**config.mk**
```make
export PLATFORM = sky130hd
export DESIGN_NAME = inflight_line_tracker
export DESIGN_NICKNAME = d
export VERILOG_FILES = /design/src/rtl/trk_pkg.sv /design/src/rtl/trk_table.sv /design/src/rtl/trk_watchdog.sv /design/src/rtl/inflight_line_tracker.sv
export SDC_FILE = /design/constraint.sdc
export NUM_CORES = 1
export LEC_CHECK = 0
export BUFFER_PORTS_ARGS = -buffer_cell sky130_fd_sc_hd__buf_2
export CORE_UTILIZATION = 55
export DETAILED_ROUTE_END_ITERATION = 7
export PLACE_DENSITY_LB_ADDON = 0.2
export REMOVE_ABC_BUFFERS = 1
export SETUP_SLACK_MARGIN = 0.15
export SLEW_MARGIN = 20
export SYNTH_ARGS = -nofsm -noshare
export SYNTH_HDL_FRONTEND = slang
export SYNTH_SLANG_ARGS = --single-unit
```
**constraint.sdc**
```tcl
create_clock -name clk -period 7.4 [get_ports clk]
set_input_delay 0.37 -clock clk [delete_from_list [all_inputs] [get_ports clk]]
set_output_delay 0.37 -clock clk [all_outputs]
set_load 0.01 [all_outputs]
```
**src/rtl/trk_pkg.sv**
```systemverilog
package trk_pkg;

    typedef enum logic [2:0] {
        K_LOAD    = 3'd0,
        K_IFETCH  = 3'd1,
        K_STORE   = 3'd2,
        K_RMW     = 3'd3,
        K_LL      = 3'd4,
        K_SC      = 3'd5,
        K_LOCKRMW = 3'd6,
        K_FLUSH   = 3'd7
    } req_kind_e;

    typedef enum logic [1:0] {
        RSP_ACCEPT = 2'd0,
        RSP_ALIAS  = 2'd1,
        RSP_FULL   = 2'd2
    } rsp_code_e;

    // Codes 2..7 are write-table classes.
    function automatic logic kind_is_write(input logic [2:0] k);
        return (k >= 3'd2);
    endfunction

endpackage

```
**src/rtl/trk_table.sv**
```systemverilog
module trk_table #(
    parameter int N    = 4,
    parameter int LW   = 26,
    parameter int TW   = 7,
    localparam int IDXW = (N > 1) ? $clog2(N) : 1,
    localparam int TCW  = $clog2(N + 1)
) (
    input  logic                 clk,
    input  logic                 rst_n,
    input  logic [TW-1:0]        now_i,
    input  logic [LW-1:0]        look_line_i,
    output logic                 look_hit_o,
    input  logic                 free_valid_i,
    input  logic [LW-1:0]        free_line_i,
    output logic                 free_miss_o,
    input  logic                 alloc_i,
    output logic                 has_slot_o,
    output logic [TCW-1:0]       occ_o,
    output logic [TCW-1:0]       post_occ_o,
    output logic [N-1:0]         live_o,
    output logic [N-1:0][TW-1:0] stamp_o
);

    typedef struct packed {
        logic          valid;
        logic [LW-1:0] tag;
        logic [TW-1:0] stamp;
    } ent_t;

    typedef struct packed {
        ent_t [N-1:0] ent;
    } tbl_state_t;

    tbl_state_t st_d, st_q;

    logic [N-1:0]    free_hit;
    logic [N-1:0]    live;
    logic [N-1:0]    look_match;
    logic [IDXW-1:0] slot;
    logic            slot_ok;
    logic [TCW-1:0]  occ;
    logic [TCW-1:0]  post_occ;

    always_comb begin
        st_d       = st_q;
        free_hit   = '0;
        live       = '0;
        look_match = '0;
        slot       = '0;
        slot_ok    = 1'b0;
        occ        = '0;
        post_occ   = '0;

        // Completion is applied before the lookup (same-cycle ordering).
        for (int i = 0; i < N; i++) begin
            free_hit[i]   = free_valid_i && st_q.ent[i].valid &&
                            (st_q.ent[i].tag == free_line_i);
            live[i]       = st_q.ent[i].valid && !free_hit[i];
            look_match[i] = live[i] && (st_q.ent[i].tag == look_line_i);
            occ           = occ + TCW'(st_q.ent[i].valid);
            post_occ      = post_occ + TCW'(live[i]);
        end

        // Lowest free index wins.
        for (int i = N - 1; i >= 0; i--) begin
            if (!live[i]) begin
                slot    = i[IDXW-1:0];
                slot_ok = 1'b1;
            end
        end

        for (int i = 0; i < N; i++) begin
            if (free_hit[i]) begin
                st_d.ent[i].valid = 1'b0;
            end
        end

        if (alloc_i && slot_ok) begin
            st_d.ent[slot].valid = 1'b1;
            st_d.ent[slot].tag   = look_line_i;
            st_d.ent[slot].stamp = now_i;
        end
    end

    always_ff @(posedge clk) begin
        if (!rst_n) begin
            st_q <= '0;
        end else begin
            st_q <= st_d;
        end
    end

    assign look_hit_o  = |look_match;
    assign free_miss_o = free_valid_i && !(|free_hit);
    assign has_slot_o  = slot_ok;
    assign occ_o       = occ;
    assign post_occ_o  = post_occ;
    assign live_o      = live;

    generate
        for (genvar g = 0; g < N; g++) begin : g_stamp
            assign stamp_o[g] = st_q.ent[g].stamp;
        end
    endgenerate

endmodule

```
**src/rtl/trk_watchdog.sv**
```systemverilog
module trk_watchdog #(
    parameter int M      = 8,
    parameter int TW     = 7,
    parameter int THRESH = 32,
    localparam int CNTW  = (THRESH > 2) ? $clog2(THRESH) : 1
) (
    input  logic                 clk,
    input  logic                 rst_n,
    input  logic [TW-1:0]        now_i,
    input  logic [M-1:0]         live_i,
    input  logic [M-1:0][TW-1:0] stamp_i,
    input  logic                 arm_i,
    input  logic                 busy_next_i,
    output logic                 deadlock_o
);

    localparam logic [CNTW-1:0] RELOAD = CNTW'(THRESH - 1);
    localparam logic [TW-1:0]   LIMIT  = TW'(THRESH);

    typedef struct packed {
        logic            armed;
        logic [CNTW-1:0] cnt;
        logic            dead;
    } wd_state_t;

    wd_state_t    st_d, st_q;
    logic [M-1:0] stale;

    always_comb begin
        st_d  = st_q;
        stale = '0;

        for (int i = 0; i < M; i++) begin
            logic [TW-1:0] age;
            age      = now_i - stamp_i[i];
            stale[i] = live_i[i] && (age >= LIMIT);
        end

        if (st_q.armed) begin
            if (st_q.cnt == '0) begin
                if (|stale) begin
                    st_d.dead = 1'b1;
                end
                st_d.armed = busy_next_i;
                st_d.cnt   = RELOAD;
            end else begin
                st_d.cnt = st_q.cnt - 1'b1;
            end
        end else if (arm_i) begin
            st_d.armed = 1'b1;
            st_d.cnt   = RELOAD;
        end
    end

    always_ff @(posedge clk) begin
        if (!rst_n) begin
            st_q <= '0;
        end else begin
            st_q <= st_d;
        end
    end

    assign deadlock_o = st_q.dead;

endmodule

```
**src/rtl/inflight_line_tracker.sv**
```systemverilog
module inflight_line_tracker
    import trk_pkg::*;
#(
    parameter int ADDR_W  = 32,
    parameter int OFF_W   = 6,
    parameter int ENTRIES = 4,
    parameter int MAX_OUT = 6,
    parameter int THRESH  = 32,
    parameter int CNT_W   = 16,
    localparam int LINE_W = ADDR_W - OFF_W,
    localparam int TS_W   = $clog2(THRESH) + 2,
    localparam int TCW    = $clog2(ENTRIES + 1),
    localparam int OCC_W  = $clog2(2 * ENTRIES + 1)
) (
    input  logic              clk,
    input  logic              rst_n,
    input  logic              req_valid,
    input  logic [2:0]        req_kind,
    input  logic [ADDR_W-1:0] req_addr,
    input  logic              rd_done_valid,
    input  logic [ADDR_W-1:0] rd_done_addr,
    input  logic              wr_done_valid,
    input  logic [ADDR_W-1:0] wr_done_addr,
    output logic              rsp_valid,
    output logic [1:0]        rsp_status,
    output logic [OCC_W-1:0]  outstanding,
    output logic              deadlock,
    output logic              proto_err,
    output logic [CNT_W-1:0]  alias_st_ld,
    output logic [CNT_W-1:0]  alias_st_st,
    output logic [CNT_W-1:0]  alias_ld_st,
    output logic [CNT_W-1:0]  alias_ld_ld
);

    typedef struct packed {
        logic             rsp_valid;
        logic [1:0]       rsp_status;
        logic             proto_err;
        logic [TS_W-1:0]  now;
        logic [CNT_W-1:0] st_ld;
        logic [CNT_W-1:0] st_st;
        logic [CNT_W-1:0] ld_st;
        logic [CNT_W-1:0] ld_ld;
    } top_state_t;

    top_state_t st_d, st_q;

    logic [LINE_W-1:0] req_line, rd_line, wr_line;
    logic              is_wr;
    logic              rd_hit, wr_hit, rd_miss, wr_miss;
    logic              rd_slot, wr_slot;
    logic [TCW-1:0]    rd_occ, wr_occ, rd_post, wr_post;
    logic [ENTRIES-1:0]            rd_live, wr_live;
    logic [ENTRIES-1:0][TS_W-1:0]  rd_stamp, wr_stamp;
    logic [OCC_W-1:0]  post_total;
    logic              full;
    logic              rd_alloc, wr_alloc, accept;
    logic              unused_offsets;

    assign req_line = req_addr[ADDR_W-1:OFF_W];
    assign rd_line  = rd_done_addr[ADDR_W-1:OFF_W];
    assign wr_line  = wr_done_addr[ADDR_W-1:OFF_W];
    assign unused_offsets = ^{req_addr[OFF_W-1:0], rd_done_addr[OFF_W-1:0],
                              wr_done_addr[OFF_W-1:0]};
    assign is_wr    = kind_is_write(req_kind);

    trk_table #(.N(ENTRIES), .LW(LINE_W), .TW(TS_W)) u_rd_tbl (
        .clk          (clk),
        .rst_n        (rst_n),
        .now_i        (st_q.now),
        .look_line_i  (req_line),
        .look_hit_o   (rd_hit),
        .free_valid_i (rd_done_valid),
        .free_line_i  (rd_line),
        .free_miss_o  (rd_miss),
        .alloc_i      (rd_alloc),
        .has_slot_o   (rd_slot),
        .occ_o        (rd_occ),
        .post_occ_o   (rd_post),
        .live_o       (rd_live),
        .stamp_o      (rd_stamp)
    );

    trk_table #(.N(ENTRIES), .LW(LINE_W), .TW(TS_W)) u_wr_tbl (
        .clk          (clk),
        .rst_n        (rst_n),
        .now_i        (st_q.now),
        .look_line_i  (req_line),
        .look_hit_o   (wr_hit),
        .free_valid_i (wr_done_valid),
        .free_line_i  (wr_line),
        .free_miss_o  (wr_miss),
        .alloc_i      (wr_alloc),
        .has_slot_o   (wr_slot),
        .occ_o        (wr_occ),
        .post_occ_o   (wr_post),
        .live_o       (wr_live),
        .stamp_o      (wr_stamp)
    );

    assign post_total = OCC_W'(rd_post) + OCC_W'(wr_post);
    assign full       = (post_total >= OCC_W'(MAX_OUT)) ||
                        (is_wr ? !wr_slot : !rd_slot);

    always_comb begin
        st_d            = st_q;
        st_d.now        = st_q.now + TS_W'(1);
        st_d.rsp_valid  = req_valid;
        st_d.rsp_status = RSP_ACCEPT;
        rd_alloc        = 1'b0;
        wr_alloc        = 1'b0;

        if (rd_miss || wr_miss) begin
            st_d.proto_err = 1'b1;
        end

        if (req_valid) begin
            if (full) begin
                st_d.rsp_status = RSP_FULL;
            end else if (is_wr) begin
                // Opposite-class table is consulted first.
                if (rd_hit) begin
                    st_d.rsp_status = RSP_ALIAS;
                    st_d.st_ld      = st_q.st_ld + CNT_W'(1);
                end else if (wr_hit) begin
                    st_d.rsp_status = RSP_ALIAS;
                    st_d.st_st      = st_q.st_st + CNT_W'(1);
                end else begin
                    wr_alloc = 1'b1;
                end
            end else begin
                if (wr_hit) begin
                    st_d.rsp_status = RSP_ALIAS;
                    st_d.ld_st      = st_q.ld_st + CNT_W'(1);
                end else if (rd_hit) begin
                    st_d.rsp_status = RSP_ALIAS;
                    st_d.ld_ld      = st_q.ld_ld + CNT_W'(1);
                end else begin
                    rd_alloc = 1'b1;
                end
            end
        end
    end

    assign accept = rd_alloc || wr_alloc;

    always_ff @(posedge clk) begin
        if (!rst_n) begin
            st_q <= '0;
        end else begin
            st_q <= st_d;
        end
    end

    trk_watchdog #(.M(2 * ENTRIES), .TW(TS_W), .THRESH(THRESH)) u_wdog (
        .clk         (clk),
        .rst_n       (rst_n),
        .now_i       (st_q.now),
        .live_i      ({wr_live, rd_live}),
        .stamp_i     ({wr_stamp, rd_stamp}),
        .arm_i       (accept),
        .busy_next_i ((post_total != '0) || accept),
        .deadlock_o  (deadlock)
    );

    assign rsp_valid   = st_q.rsp_valid;
    assign rsp_status  = st_q.rsp_status;
    assign outstanding = OCC_W'(rd_occ) + OCC_W'(wr_occ);
    assign proto_err   = st_q.proto_err;
    assign alias_st_ld = st_q.st_ld;
    assign alias_st_st = st_q.st_st;
    assign alias_ld_st = st_q.ld_st;
    assign alias_ld_ld = st_q.ld_ld;

endmodule

```
# ---- After elaboration in Yosys (flattened, before gate mapping)
# Cells that the tools add are included.
dict set report totals {
  regBits 354
  inputBits 104
  output_inout_bits 73
  wordCells 242
}
dict set report op_classes {
  add_sub_neg 28
  magnitude_cmp 14
  n_eq_ne 16
  n_mux 65
  bitwise_logic 6
  reduce_logical 77
}
# cell count
set op_table {}
lappend op_table {{136-bit bitwise mux} 6}
lappend op_table {{26-bit == test} 16}
lappend op_table {{34-bit demux with 2-bit select} 6}
lappend op_table {{136-bit 2-to-1 mux} 2}
lappend op_table {{34-bit 2-to-1 mux} 2}
lappend op_table {{33-bit 2-to-1 mux} 2}
lappend op_table {{16-bit by 1-bit adder with 16-bit output (second input constant)} 4}
lappend op_table {{7-bit by 6-bit >= comparator with 1-bit output (second input constant)} 8}
lappend op_table {{7-bit subtractor} 8}
lappend op_table {{1-bit logical AND} 46}
lappend op_table {{1-bit 2-to-1 mux} 32}
lappend op_table {{3-bit by 1-bit adder with 3-bit output} 8}
lappend op_table {{2-bit 2-to-1 mux} 10}
lappend op_table {{4-bit OR reduction} 4}
lappend op_table {{7-bit 2-to-1 mux} 2}
lappend op_table {{1-bit logical NOT} 12}
lappend op_table {{6-bit 2-to-1 mux} 2}
lappend op_table {{5-bit AND reduction} 2}
lappend op_table {{1-bit by 1-bit adder with 2-bit output} 4}
lappend op_table {{3-bit by 3-bit adder with 4-bit output} 2}
lappend op_table {{4-bit AND reduction} 2}
lappend op_table {{8-bit OR reduction} 1}
lappend op_table {{7-bit by 1-bit adder with 7-bit output (second input constant)} 1}
lappend op_table {{2-bit by 3-bit less-than comparator with 1-bit output (second input constant)} 2}
lappend op_table {{13 further kinds} 22}

# ---- Logic depth before layout (Yosys ltp)
dict set report logic_depth {
  word_depth 17
  ltp_mapped 23
  mapped_depth_nobuf 20
}

# ---- Hierarchy
# Synthesis repeated with hierarchy kept, for this count alone.
dict set report unflattened {
  cells_unflattened 2517
  hier_area_um2 21774.6
}
# mod n_inst cells_per_inst area_each_um2 seq_area_each_um2
set by_module_without_submodules {}
lappend by_module_without_submodules {{trk_table at u_rd_tbl} 1 890 7852.5 2722.6}
lappend by_module_without_submodules {{trk_table at u_wr_tbl} 1 888 7846.3 2722.6}
lappend by_module_without_submodules {inflight_line_tracker 1 519 4365.4 1501.4}
lappend by_module_without_submodules {trk_watchdog 1 220 1710.4 140.1}

# ---- Least setup slack after synthesis
# OpenSTA, ideal clock, no wires.
dict set report synth_timing {
  path_type {input port to flip-flop}
  start {in wr_done_addr[31]}
  end {reg st_q (netlist bit alias_ld_ld[12])}
  setup_ns 0.118
  arrival_time_ns 4.399
  t_required_ns 7.282
  slack_ns 2.882
  cell_stages 20
  n_path_buf 1
  path_cell_list {xor2_1 -> nor4_1 -> nand4_1 -> o21ai_1 -> inv_1 -> ha_1 -> inv_1 -> fa_1 -> inv_1 -> ha_1 -> ha_1 -> a21o_1 -> a21oi_1 -> nand3_1 -> nor2_1 -> o41a_1 -> nand3_2 -> buf_6 -> or4_4 -> mux2i_1}
}
dict set report synth_between {
  elab_chain_cells 13
  word_cells_on_any_way 36
  classes_between {add/sub: 4; order compare: 1; eq/ne: 4; mux: 5; bitwise: 2; reduce/logical: 20}
}
# item line_no
set synth_lines {}
lappend synth_lines {{start: declaration} inflight_line_tracker.sv:23} ;# input logic [ADDR_W-1:0] wr_done_addr,
lappend synth_lines {{branches (longest 12 deep; another with 3-bit by 3-bit adder with 4-bit output)} n/a}
lappend synth_lines {{5-bit AND reduction (no source line) *} n/a}
lappend synth_lines {{end signal: assignment} inflight_line_tracker.sv:151} ;# st_q <= st_d;
lappend synth_lines {{end: declaration} inflight_line_tracker.sv:46} ;# top_state_t st_d, st_q;
# Every way passes the cells marked *.
# A chain may end at the register's enable or synchronous reset.

==> flow_summary.toml <==
[detailed_routing]
via_per_inst = 6.111
wl_met3_um = 6198
drt-initial-drc-count = 1684
wl_per_cell_um = 22.61
drt_first_pass_iters = 5
via_count = 19260
routed.top_layer = "met5"
m1WireLength_um = 29570
drt-total-wl_um = 71260
ant_nets = 0
met2_length_um = 32050
drc = 0

[cts]
cts-buffers-inserted = 41
h-tree-depth = 2
cts.sinks = 354
clkSlewWorstSetupHoldPaths_ps = 60
cts_root_buf = "clkbuf_16"
post_cts_resized = 0
clk_latency_ps = 590
postCtsSetupBuffers = 0
ctsHoldBuffers = 0
clk_path_buf_depth = 3
cts_tree = "built"

[sta]
timing.final.hold_violations = 0
period_share = 0.7839
max_clock_freq_mhz = 172.4
rsz0062_at_grt = "no"
setup_viol = 0
drv_slew = 0
period_minus_slack_ps = 5801
timing.hold.ws_ps = 171.6
fin_worst_skew_ps = 21.94
setup_ws_ps = 1599
slew_headroom = 0.3056
worst_pin_slew_ps = 1042
setup_tns_ps = 0

[global_routing]
antenna_found_initial = 1
gr-total-overflow = 0
grt_pass1_vias = 18340
grt_first_pass_wirelength_um = 107600
grt_max_degree = 104
track_usage = 0.3448

[critical_path]
r2r_slack_ps = 1600
crit_required_ps = 7850
worst_ep_arrival_time_ps = 6250
worstSetupPathType = "reg -> reg"
critPathMaxFanout = 69
end_kind = "flop"
startpoint_type = "flop"
reg2reg_from = "u_wr_tbl.st_q[33]"
r2r_cells = 20

[logic_synthesis]
yosysMostFrequentCell = "dfxtp_1"
synth_edf_count = 0
syn_area_per_cell_um2 = 8.395
synth_top_family_by_area = "simple AND/OR/NAND/NOR gates"
syn_area_um2 = 21900
synth_compound_area_frac = 0.08888
synth_top_flop_cell = "dfxtp_1"
yosys.area_share.adder = 0.04547
synth_common_cells = "dfxtp_1 (354), nand2_1 (302), xor2_1 (270)"
yosysSeqAreaShare = 0.3235
synthXorXnorAreaFrac = 0.1759
ys_top_cells_by_area = "dfxtp_1 (32%), xor2_1 (11%), mux2i_1 (8.2%)"
synthArstFlopShare = 0
synth.area.mux_share = 0.08277
synth_cells = 2609
yosysWarnings = 0
synth_cell_type_count = 70
synth_top_area_share = 0.3235
ys_seq_elements = 354
synth-simple-area-share = 0.2124
netlist.top_cell.by_area = "dfxtp_1"

[finish]
area_growth_pct = 8.260
nets = 2782
nFillCells = 3530
drive_gt1_frac = 0.1048
diodes = 0
design_area_um2 = 23710

[worst_hold_path]
hold_class = "in -> reg"
whs_path_depth = 2
holdPathEnd = "rsp_valid"
min_from = "req_valid"

[place]
place_area_um2 = 22290
io_buffer_count = 157
dp_hpwl_um = 49220
globalplace.congestion = 0.9837
place_ws_ps = 1561

[floorplanning]
core_area_um2 = 39010
pin_count = 177
start_util = 0.5615
fp.dieArea_um2 = 40630
std_cell_rows = 72
die_y_um = 201.6
die_w_um = 201.6

[power]
power_mw = 4.661
power_density_nw_per_um2 = 196.6
leakage_nw = 10.21
max-vdd-ir-drop_mv = 0.1694

[job]
cap_viol_max_count = 0

[outcome]
status = "completed"
[report_power, final]
group | switching (mW) | internal (mW) | total [mW] | leakage (nW)
clock network | 0.872 | 1.26 | 2.14 | 0.685
logic | 0.373 | 0.174 | 0.548 | 6.66
registers | 0.0426 | 1.94 | 1.98 | 2.86
[worst max-delay path, cell delays in order, from the launching register on]
cell and delay (ps):
dfxtp_1 520, nand2_1 90, nor4_1 270, nand4_1 210, o21ai_1 190, buf_4 220
inv_1 120, ha_1 290, inv_1 40, fa_1 340, inv_1 60, ha_1 230
ha_1 270, a21o_1 150, a21oi_1 290, nand4_1 420, nor2_4 200, buf_4 630
nand3_2 440, buf_4 420, mux2i_1 190
[how the worst max path moves through the flow]
stage                      startpoint    to  cells after the start
floorplan            wr_done_addr[31]  flop                     17
global placement     wr_done_addr[29]  flop                     21
detailed placement   wr_done_addr[19]  flop                     21
CTS                              flop  flop                     20
global route                     flop  flop                     20
finish              u_wr_tbl.st_q[33]  flop                     20
[layout by cell type (no fill, tap or decap), types with 7 or more instances in the layout]
cell and count:
nand3_1 169, nor2b_1 10, ha_1 70, and4_1 13, xnor2_1 170, mux2i_1 180, nand2_1 302, clkinv_2 8
inv_1 83, xor2_1 270, dfxtp_1 354, buf_4 22, clkbuf_8 9, nor4_1 80, buf_2 156, nor4b_1 17
nor3_1 33, nor2_1 55, clkbuf_16 42, o21a_1 10, and3_1 20, o41ai_1 7, a21oi_1 159, nand2b_1 54
nand4_1 94, o21ai_0 119, a21o_1 12
[logic make-up (layout without fill, tap and decap cells)]
group                    after synthesis  count (layout)
XOR/XNOR                             440             440
buffers and inverters                314             338
flip-flops                           354             354
AND/OR/NAND/NOR                      899             899
AO/OA/AOI/OAI                        345             345
adder cells (fa/ha/maj)               76              76
multiplexers                         181             181
[routing by layer]
layer | vias to the layer above | track usage
met5 | - | 0
met4 | 2 | 0.1610
li1 | 8962 | -
met3 | 212 | 0.06803
met1 | 9235 | 0.4501
met2 | 846 | 0.5467
[layout make-up]
type                    count  area, um^2  share of cell area
clock buffers              55        1180             0.04976
clock inverters            19       224.0            0.009445
inverters                  85       321.6             0.01356
multi-input cells        1941       13290              0.5606
flip-flops and latches    354        7087              0.2989
well taps                 518       648.1             0.02733
repair buffers            179       959.7             0.04047
[metrics by stage]
stage,cells,util
after CTS,3151,0.6073
final,3151,0.6079
after floorplan,2380,-
after detailed placement,3077,0.5713
after global routing,3151,0.6079
after global placement,3077,0.5713
Note: power is estimated with default switching activity, not from simulation.
